--- config.mk ---
export PLATFORM = sky130hd
export DESIGN_NAME = simt_path_sched
export DESIGN_NICKNAME = d
export VERILOG_FILES = /design/src/rtl/simt_sched_pkg.sv /design/src/rtl/simt_path_table.sv /design/src/rtl/simt_path_ctrl.sv /design/src/rtl/simt_path_sched.sv
export SDC_FILE = /design/constraint.sdc
export NUM_CORES = 2
export LEC_CHECK = 0
export BUFFER_PORTS_ARGS = -buffer_cell sky130_fd_sc_hd__buf_2
export CAP_MARGIN = 20
export CELL_PAD_IN_SITES_DETAIL_PLACEMENT = 1
export CELL_PAD_IN_SITES_GLOBAL_PLACEMENT = 1
export CORE_MARGIN = 2
export CORE_UTILIZATION = 49
export DETAILED_ROUTE_END_ITERATION = 6
export PLACE_DENSITY = 0.94
export SYNTH_ARGS = -nofsm -noshare
export SYNTH_HDL_FRONTEND = slang
export SYNTH_SLANG_ARGS = --single-unit
--- constraint.sdc ---
create_clock -name clk -period 12.1 [get_ports clk]
set_clock_uncertainty 0.1 [all_clocks]
set_input_delay 0 -clock clk [delete_from_list [all_inputs] [get_ports clk]]
set_output_delay 0 -clock clk [all_outputs]
set_load 0.03 [all_outputs]
--- src/rtl/simt_sched_pkg.sv ---
package simt_sched_pkg;
  localparam int LANES   = 32;
  localparam int ENTRIES = 4;   // power of two, for round-robin wrap
  localparam int IPW     = 32;
  localparam int IDXW    = $clog2(ENTRIES);

  typedef logic [LANES-1:0] mask_t;
  typedef logic [IPW-1:0]   ip_t;
  typedef logic [IDXW-1:0]  idx_t;

  // strobes from control to the path table
  typedef struct packed {
    logic  fire;
    idx_t  sel;
    ip_t   selNextIp;
    logic  selMaskLoad;
    mask_t selNewMask;
    logic  park;
    logic  spawn;
    idx_t  spawnIdx;
    ip_t   spawnIp;
    mask_t spawnMask;
    logic  merge;
    idx_t  mergeIdx;
  } strobes_t;
endpackage

--- src/rtl/simt_path_table.sv ---
module simt_path_table
  import simt_sched_pkg::*;
(
  input  logic                          clk,
  input  logic                          rstN,
  input  strobes_t                      st,
  output logic [ENTRIES-1:0]            valid,
  output logic [ENTRIES-1:0]            parked,
  output logic [ENTRIES-1:0][IPW-1:0]   ipArr,
  output logic [ENTRIES-1:0][LANES-1:0] maskArr
);

  mask_t orMask;
  logic  overlap;

  always_comb begin
    orMask  = '0;
    overlap = 1'b0;
    for (int i = 0; i < ENTRIES; i++) begin
      if (valid[i]) begin
        overlap = overlap | (|(orMask & maskArr[i]));
        orMask  = orMask | maskArr[i];
      end
    end
  end

  always_ff @(posedge clk) begin
    if (!rstN) begin
      valid   <= '0;
      parked  <= '0;
      ipArr   <= '0;
      maskArr <= '0;
      valid[0]   <= 1'b1;
      maskArr[0] <= '1;
    end else if (st.merge) begin
      for (int i = 0; i < ENTRIES; i++) begin
        parked[i] <= 1'b0;
        if (idx_t'(i) == st.mergeIdx) begin
          maskArr[i] <= orMask;
          ipArr[i]   <= ipArr[i] + ip_t'(1);
        end else begin
          valid[i] <= 1'b0;
        end
      end
    end else if (st.fire) begin
      ipArr[st.sel] <= st.selNextIp;
      if (st.selMaskLoad) maskArr[st.sel] <= st.selNewMask;
      if (st.park)        parked[st.sel]  <= 1'b1;
      if (st.spawn) begin
        valid[st.spawnIdx]   <= 1'b1;
        parked[st.spawnIdx]  <= 1'b0;
        ipArr[st.spawnIdx]   <= st.spawnIp;
        maskArr[st.spawnIdx] <= st.spawnMask;
      end
    end
  end


  lanes_partition_chk: assert property (@(posedge clk) disable iff (!rstN)
    (!overlap && orMask == '1));


  merge_single_chk: assert property (@(posedge clk) disable iff (!rstN)
    st.merge |=> ($countones(valid) == 1));


  idle_hold_chk: assert property (@(posedge clk) disable iff (!rstN)
    (!st.fire && !st.merge) |=> ($stable(ipArr) && $stable(maskArr) && $stable(valid)));

endmodule

--- src/rtl/simt_path_ctrl.sv ---
module simt_path_ctrl
  import simt_sched_pkg::*;
(
  input  logic                          clk,
  input  logic                          rstN,
  input  logic [ENTRIES-1:0]            valid,
  input  logic [ENTRIES-1:0]            parked,
  input  logic [ENTRIES-1:0][IPW-1:0]   ipArr,
  input  logic [ENTRIES-1:0][LANES-1:0] maskArr,
  input  logic                          issueReady,
  input  logic                          brValid,
  input  mask_t                         brTaken,
  input  ip_t                           brTakenIp,
  input  ip_t                           brNotTakenIp,
  input  logic                          syncValid,
  output strobes_t                      st,
  output logic                          issueValid,
  output ip_t                           issueIp,
  output mask_t                         issueMask,
  output logic                          overflow
);

  idx_t  lastIdx, sel, cand, freeIdx, lowValid;
  logic  anyElig, hasFree, anyValid, sameIp, fire, ovfSet;
  mask_t tk, nt;
  logic [ENTRIES-1:0] elig;

  assign elig = valid & ~parked;

  // round-robin pick starting after the last issuer
  always_comb begin
    sel     = '0;
    anyElig = 1'b0;
    cand    = '0;
    for (int k = 1; k <= ENTRIES; k++) begin
      cand = idx_t'(int'(lastIdx) + k);
      if (!anyElig && elig[cand]) begin
        sel     = cand;
        anyElig = 1'b1;
      end
    end
  end

  // lowest free slot, lowest valid slot, common-pointer test
  always_comb begin
    freeIdx  = '0;
    hasFree  = 1'b0;
    lowValid = '0;
    anyValid = 1'b0;
    for (int i = ENTRIES - 1; i >= 0; i--) begin
      if (!valid[i]) begin freeIdx  = idx_t'(i); hasFree  = 1'b1; end
      if (valid[i])  begin lowValid = idx_t'(i); anyValid = 1'b1; end
    end
    sameIp = 1'b1;
    for (int i = 0; i < ENTRIES; i++)
      if (valid[i] && ipArr[i] != ipArr[lowValid]) sameIp = 1'b0;
  end

  assign fire       = issueReady && anyElig;
  assign issueValid = fire;
  assign issueIp    = fire ? ipArr[sel]   : '0;
  assign issueMask  = fire ? maskArr[sel] : '0;
  assign tk         = maskArr[sel] & brTaken;
  assign nt         = maskArr[sel] & ~brTaken;

  always_comb begin
    st           = '0;
    ovfSet       = 1'b0;
    st.fire      = fire;
    st.sel       = sel;
    st.selNextIp = ipArr[sel] + ip_t'(1);
    st.merge     = anyValid && !anyElig && sameIp;
    st.mergeIdx  = lowValid;
    if (fire) begin
      if (brValid) begin
        if (tk == '0) begin
          st.selNextIp = brNotTakenIp;
        end else if (nt == '0) begin
          st.selNextIp = brTakenIp;
        end else if (hasFree) begin
          st.selNextIp   = brTakenIp;
          st.selMaskLoad = 1'b1;
          st.selNewMask  = tk;
          st.spawn       = 1'b1;
          st.spawnIdx    = freeIdx;
          st.spawnIp     = brNotTakenIp;
          st.spawnMask   = nt;
        end else begin
          ovfSet = 1'b1;
        end
      end else if (syncValid) begin
        st.park      = 1'b1;
        st.selNextIp = ipArr[sel];
      end
    end
  end

  always_ff @(posedge clk) begin
    if (!rstN) begin
      lastIdx  <= idx_t'(ENTRIES - 1);
      overflow <= 1'b0;
    end else begin
      if (fire)   lastIdx  <= sel;
      if (ovfSet) overflow <= 1'b1;
    end
  end


  issue_mask_chk: assert property (@(posedge clk) disable iff (!rstN)
    issueValid |-> (issueMask != '0 && issueReady));


  overflow_sticky_chk: assert property (@(posedge clk) disable iff (!rstN)
    overflow |=> overflow);


  no_issue_on_merge_chk: assert property (@(posedge clk) disable iff (!rstN)
    st.merge |-> !issueValid);

endmodule

--- src/rtl/simt_path_sched.sv ---
module simt_path_sched
  import simt_sched_pkg::*;
(
  input  logic              clk,
  input  logic              rstN,
  input  logic              issueReady,
  input  logic              brValid,
  input  logic [LANES-1:0]  brTaken,
  input  logic [IPW-1:0]    brTakenIp,
  input  logic [IPW-1:0]    brNotTakenIp,
  input  logic              syncValid,
  output logic              issueValid,
  output logic [IPW-1:0]    issueIp,
  output logic [LANES-1:0]  issueMask,
  output logic              overflow
);

  strobes_t                      st;
  logic [ENTRIES-1:0]            valid, parked;
  logic [ENTRIES-1:0][IPW-1:0]   ipArr;
  logic [ENTRIES-1:0][LANES-1:0] maskArr;

  simt_path_ctrl u_ctrl (
    .clk(clk), .rstN(rstN), .valid(valid), .parked(parked),
    .ipArr(ipArr), .maskArr(maskArr), .issueReady(issueReady),
    .brValid(brValid), .brTaken(brTaken), .brTakenIp(brTakenIp),
    .brNotTakenIp(brNotTakenIp), .syncValid(syncValid), .st(st),
    .issueValid(issueValid), .issueIp(issueIp), .issueMask(issueMask),
    .overflow(overflow)
  );

  simt_path_table u_table (
    .clk(clk), .rstN(rstN), .st(st), .valid(valid), .parked(parked),
    .ipArr(ipArr), .maskArr(maskArr)
  );

endmodule

==> impl_metrics.toml, run 1 <==
[synthesis]
avgSynthCellArea_um2 = 6.67
synth_common_cells = "nor2_1 (468), nand2_1 (467), a21oi_1 (394)"
synth_top_area_share_pct = 19.5
yosys-top-cells-area = "dfxtp_1 (20%), a21oi_1 (7.2%), nor2_1 (6.4%)"
synth_cell_types = 114
syn_area_um2 = 27400
syn_nets = 4214
synthArstFlopShare_pct = 0
yosysMostFrequentCell = "nor2_1"
synth_cells = 4108
synth_area_leader_cell = "dfxtp_1"
synthFlopType = "dfxtp_1"
synth_warnings = 0
synth_edf_count = 0
seq_area_frac_synth_pct = 19.5
synth-seq-cells = 267

[clocking]
clock-root-buffer = "clkbuf_16"
cts_buffers = 36
post-cts-setup-buffers = 0
cts_max_level = 2
cts_max_path_buffers = 3
cts_resized = 0
clock-sinks = 267

[floorplan]
start_util_pct = 49.7
row_count = 86
die_h_um = 241
ios = 167
dieWidth_um = 241

[placement]
dp_cells = 4721
post-place-ws_ns = 4.46
hpwl_um = 136000
gp_congestion = 1.12
port_buffers = 166

[global_routing]
grt_max_degree = 109
grt_overflow = 4
grt_pass1_vias = 46100
grtUsageTotal_pct = 82.0
grt_pass1_wl_um = 342000

[status]
status = "aborted with a tool error"
haltStage = "5_1_grt"
error = "[ERROR GRT-0116] Global routing finished with congestion. Check the congestion regions in the DRC Viewer."
## metal layers
metal / global-route usage [%] / overflow
met3: 71.3 / 2
met2: 93.3 / 1
met1: 84.2 / 0
met4: 78.3 / 1
met5: 42.6 / 0
## metrics by stage
stage	area, µm²	hold WS [ns]
floorplan	27400	0.0435
global placement	28600	0.260
detailed placement	28600	0.273
CTS	30600	0.0219
## kinds of logic after synthesis
group	Yosys count	share of synthesized area (%)
adder cells (fa/ha/maj)	5	0.228
AND/OR/NAND/NOR	1586	27.5
AO/OA/AOI/OAI	1498	37.1
XOR/XNOR	87	2.78
flip-flops	267	19.5
buffers and inverters	571	8.40
multiplexers	94	4.43
## timing repair
| action | CTS |
|---|---|
| endpoints found under the setup margin | 0 |
| hold buffers | 77 |
| endpoints found under the hold margin | 235 |
==> inputs of run 2 (changes only) <==
--- a/config.mk
+++ b/config.mk
@@ -7,12 +7,10 @@
 export LEC_CHECK = 0
 export BUFFER_PORTS_ARGS = -buffer_cell sky130_fd_sc_hd__buf_2
 export CAP_MARGIN = 20
-export CELL_PAD_IN_SITES_DETAIL_PLACEMENT = 1
-export CELL_PAD_IN_SITES_GLOBAL_PLACEMENT = 1
 export CORE_MARGIN = 2
-export CORE_UTILIZATION = 49
+export CORE_UTILIZATION = 40
 export DETAILED_ROUTE_END_ITERATION = 6
-export PLACE_DENSITY = 0.94
+export PLACE_DENSITY_LB_ADDON = 0.15
 export SYNTH_ARGS = -nofsm -noshare
 export SYNTH_HDL_FRONTEND = slang
 export SYNTH_SLANG_ARGS = --single-unit
==> impl_metrics.toml, run 2 <==
[status]
status = "complete, no violations"

[clocking]
cts_max_level = 2
tritoncts = "yes"
cts_buffers = 38
worstSkewPairLatency_ns = 0.59
clock-sinks = 267
cts_resized = 0
clock-root-buffer = "clkbuf_16"
cts_max_path_buffers = 3
clk_pin_slew_ns = 0.06

[finish]
area_growth_pct = 12.4
drive_above_1_share_pct = 11.9
top_regs = "u_table.ipArr: 128 flops, u_table.maskArr: 128 flops"
fin_util_pct = 45.6
mostFrequentLayoutCell = "nand2_1"
final_cell_mix = "nand2_1 (465), nor2_1 (458), a21oi_1 (393), dfxtp_1 (263), o21ai_0 (243)"
multiInputGateArea_um2 = 20000
nets = 4189
fillers = 7114
seqCellArea_um2 = 5360

[setup_path]
crit_slowest_cell = "dfxtp_4"
required_ns = 12.45
rr_startpoint = "u_table.valid[1]"
path_common_cell = "buf_4"
cp_slowest_stage_delay_ns = 0.77
cp-start-kind = "flip-flop"
end_kind = "flip-flop"
cp_max_fo = 42
arrival_ns = 8.65
setup.worst_path.start = "u_table.valid[1]"
critPathKind = "reg2reg"
path_cells = "nand2b_1 > a211oi_2 > a21o_4 > buf_4 > buf_4 > a211oi_1 > a31oi_1 > ha_1 > inv_1 > nor3b_1 > buf_4 > nand3_1 > nor3_1 > xor2_1 > mux2_2 > a211oi_2 > o21ai_1 > a22oi_1 > nor2_1"

[floorplan]
die_area_um2 = 70600
dieWidth_um = 266
row_count = 95
ios = 167
core_area_um2 = 67500
start_util_pct = 40.6
die_h_um = 266

[synthesis]
synthArstFlopShare_pct = 0
synth_warnings = 0
synthFlopType = "dfxtp_1"
synth_edf_count = 0
synth_cell_types = 114
yosysMostFrequentCell = "nor2_1"
syn_area_um2 = 27400
synth_common_cells = "nor2_1 (468), nand2_1 (467), a21oi_1 (394)"
synth-seq-cells = 267
syn_nets = 4214
synth_cells = 4108
avgSynthCellArea_um2 = 6.67
yosys-top-cells-area = "dfxtp_1 (20%), a21oi_1 (7.2%), nor2_1 (6.4%)"
synth_top_area_share_pct = 19.5
synth_area_leader_cell = "dfxtp_1"
seq_area_frac_synth_pct = 19.5

[placement]
port_buffers = 166
hpwl_um = 122000
gp_congestion = 1.11

[hold_path]
min_path_type = "in2reg"
hp-start = "issueReady"

[global_routing]
grt_antenna_before_repair = 4
grt_max_degree = 110
grtUsageTotal_pct = 48.3
grt-busiest-layer = "met2"
grt_util_met1_pct = 60.5
grtUsageMet2_pct = 70.8
grt_pass1_wl_um = 248000
grt_pass1_vias = 31800
grt_util_met3_pct = 15.5
grt_overflow = 0

[power_and_ir_drop]
p_sw_share_pct = 42.3
power_density_nw_per_um2 = 112
p_leak_uw = 0.0106
clkPwrFrac_pct = 34.9
p_seq_share_pct = 30.4
p_sw_uw = 1460
irDropWorstVdd_uv = 95.2
p_comb_share_pct = 34.7
p_int_uw = 1990

[sta]
max_freq_mhz = 120
hold_viol = 0
slew_headroom_pct = 8.61
finalCritPeriodShare_pct = 68.7
tns_ns = 0
rsz0062_at_grt = "false"
worst_pin_slew_ns = 1.36
min_period_ns = 8.31
final_max_slew_viol_count = 0
setup_viol = 0

[detailed_routing]
drc = 0
wl_per_cell_um = 35.5
vias_per_cell = 7.21
ant_nets = 0
first_iter_violations = 6708
dr_total_vias = 36000
wirelength_um = 177000
drt-pass1-iter-count = 7

[run]
max_cap_viol_count = 0
==> run 2: cell counts after synthesis <==
Identical to the previous run, type by type.
==> run 2: layer usage <==
layer,wire length (µm),vias up,part of all wire [%]
met5,10,-,0.0056
met4,15600,2,8.8
met3,25800,793,15
met2,71700,3223,40
met1,64000,16800,36
li1,-,15100,-
==> run 2: final cells by class <==
type / count / share of cell area, %
Multi-Input combinational cell: 3270 / 64.9
Sequential cell: 267 / 17.4
Timing Repair Buffer: 368 / 8.34
Clock buffer: 54 / 3.58
Tap cell: 873 / 3.55
Inverter: 138 / 1.69
Clock inverter: 13 / 0.516
Antenna cell: 4 / 0.0325
==> run 2: metrics by stage <==
stage	area, µm²	hold slack (ns)	setup WS (ns)	total power, µW	instances
5_1_grt	30800	0.0606	3.90	3490	4983
6_report	30800	0.0294	3.79	3450	4987
4_1_cts	30800	0.00407	4.49	3360	4981
3_5_place_dp	28700	0.257	4.52	2160	4835
2_1_floorplan	27400	0.0435	6.97	1690	4108
3_3_place_gp	28700	0.256	4.55	2170	4833
==> run 2: final timing paths <==
check                         to  slack [ns]  depth (start not counted)
min            u_table.ipArr[33]        0.03                          3
min reg2reg  u_table.maskArr[51]        0.39                          2
max            u_table.ipArr[88]        3.79                         19
max reg2reg    u_table.ipArr[88]        3.79                         19
==> run 2: power groups by stage <==
stage	Clock [µW]	Sequential (µW)	Combinational [µW]
2_1_floorplan	0	977	712
3_3_place_gp	0	1060	1110
6_report	1200	1050	1200
4_1_cts	1190	1040	1130
5_1_grt	1220	1050	1220
3_5_place_dp	0	1050	1100
==> run 2: kinds of logic after synthesis <==
group	Yosys count	share of synthesized area, %
muxes	94	4.43
adders and majority gates	5	0.228
and+or+nand+nor	1586	27.5
buffers and inverters	571	8.40
DFF	267	19.5
AOI/OAI and AO/OA	1498	37.1
xor gates and xnor gates	87	2.78
==> run 2: worst max-delay path: cells and delay by family, from the launching register on <==
| kind | cells | cell delay (ns) |
|---|---|---|
| muxes | 1 | 0.31 |
| adders and majority gates | 1 | 0.39 |
| DFF | 1 | 0.77 |
| and+or+nand+nor | 5 | 1.19 |
| xor gates and xnor gates | 1 | 0.15 |
| buffers and inverters | 4 | 1.40 |
| AOI/OAI and AO/OA | 7 | 3.72 |
==> run 2: what timing repair did <==
| action | 4_1_cts | 5_1_grt |
|---|---|---|
| hold buffers | 79 | 0 |
| hold endpoints to repair | 251 | 0 |
| setup buffers | 0 | 0 |
No activity file was read; power rests on OpenSTA's default activity.
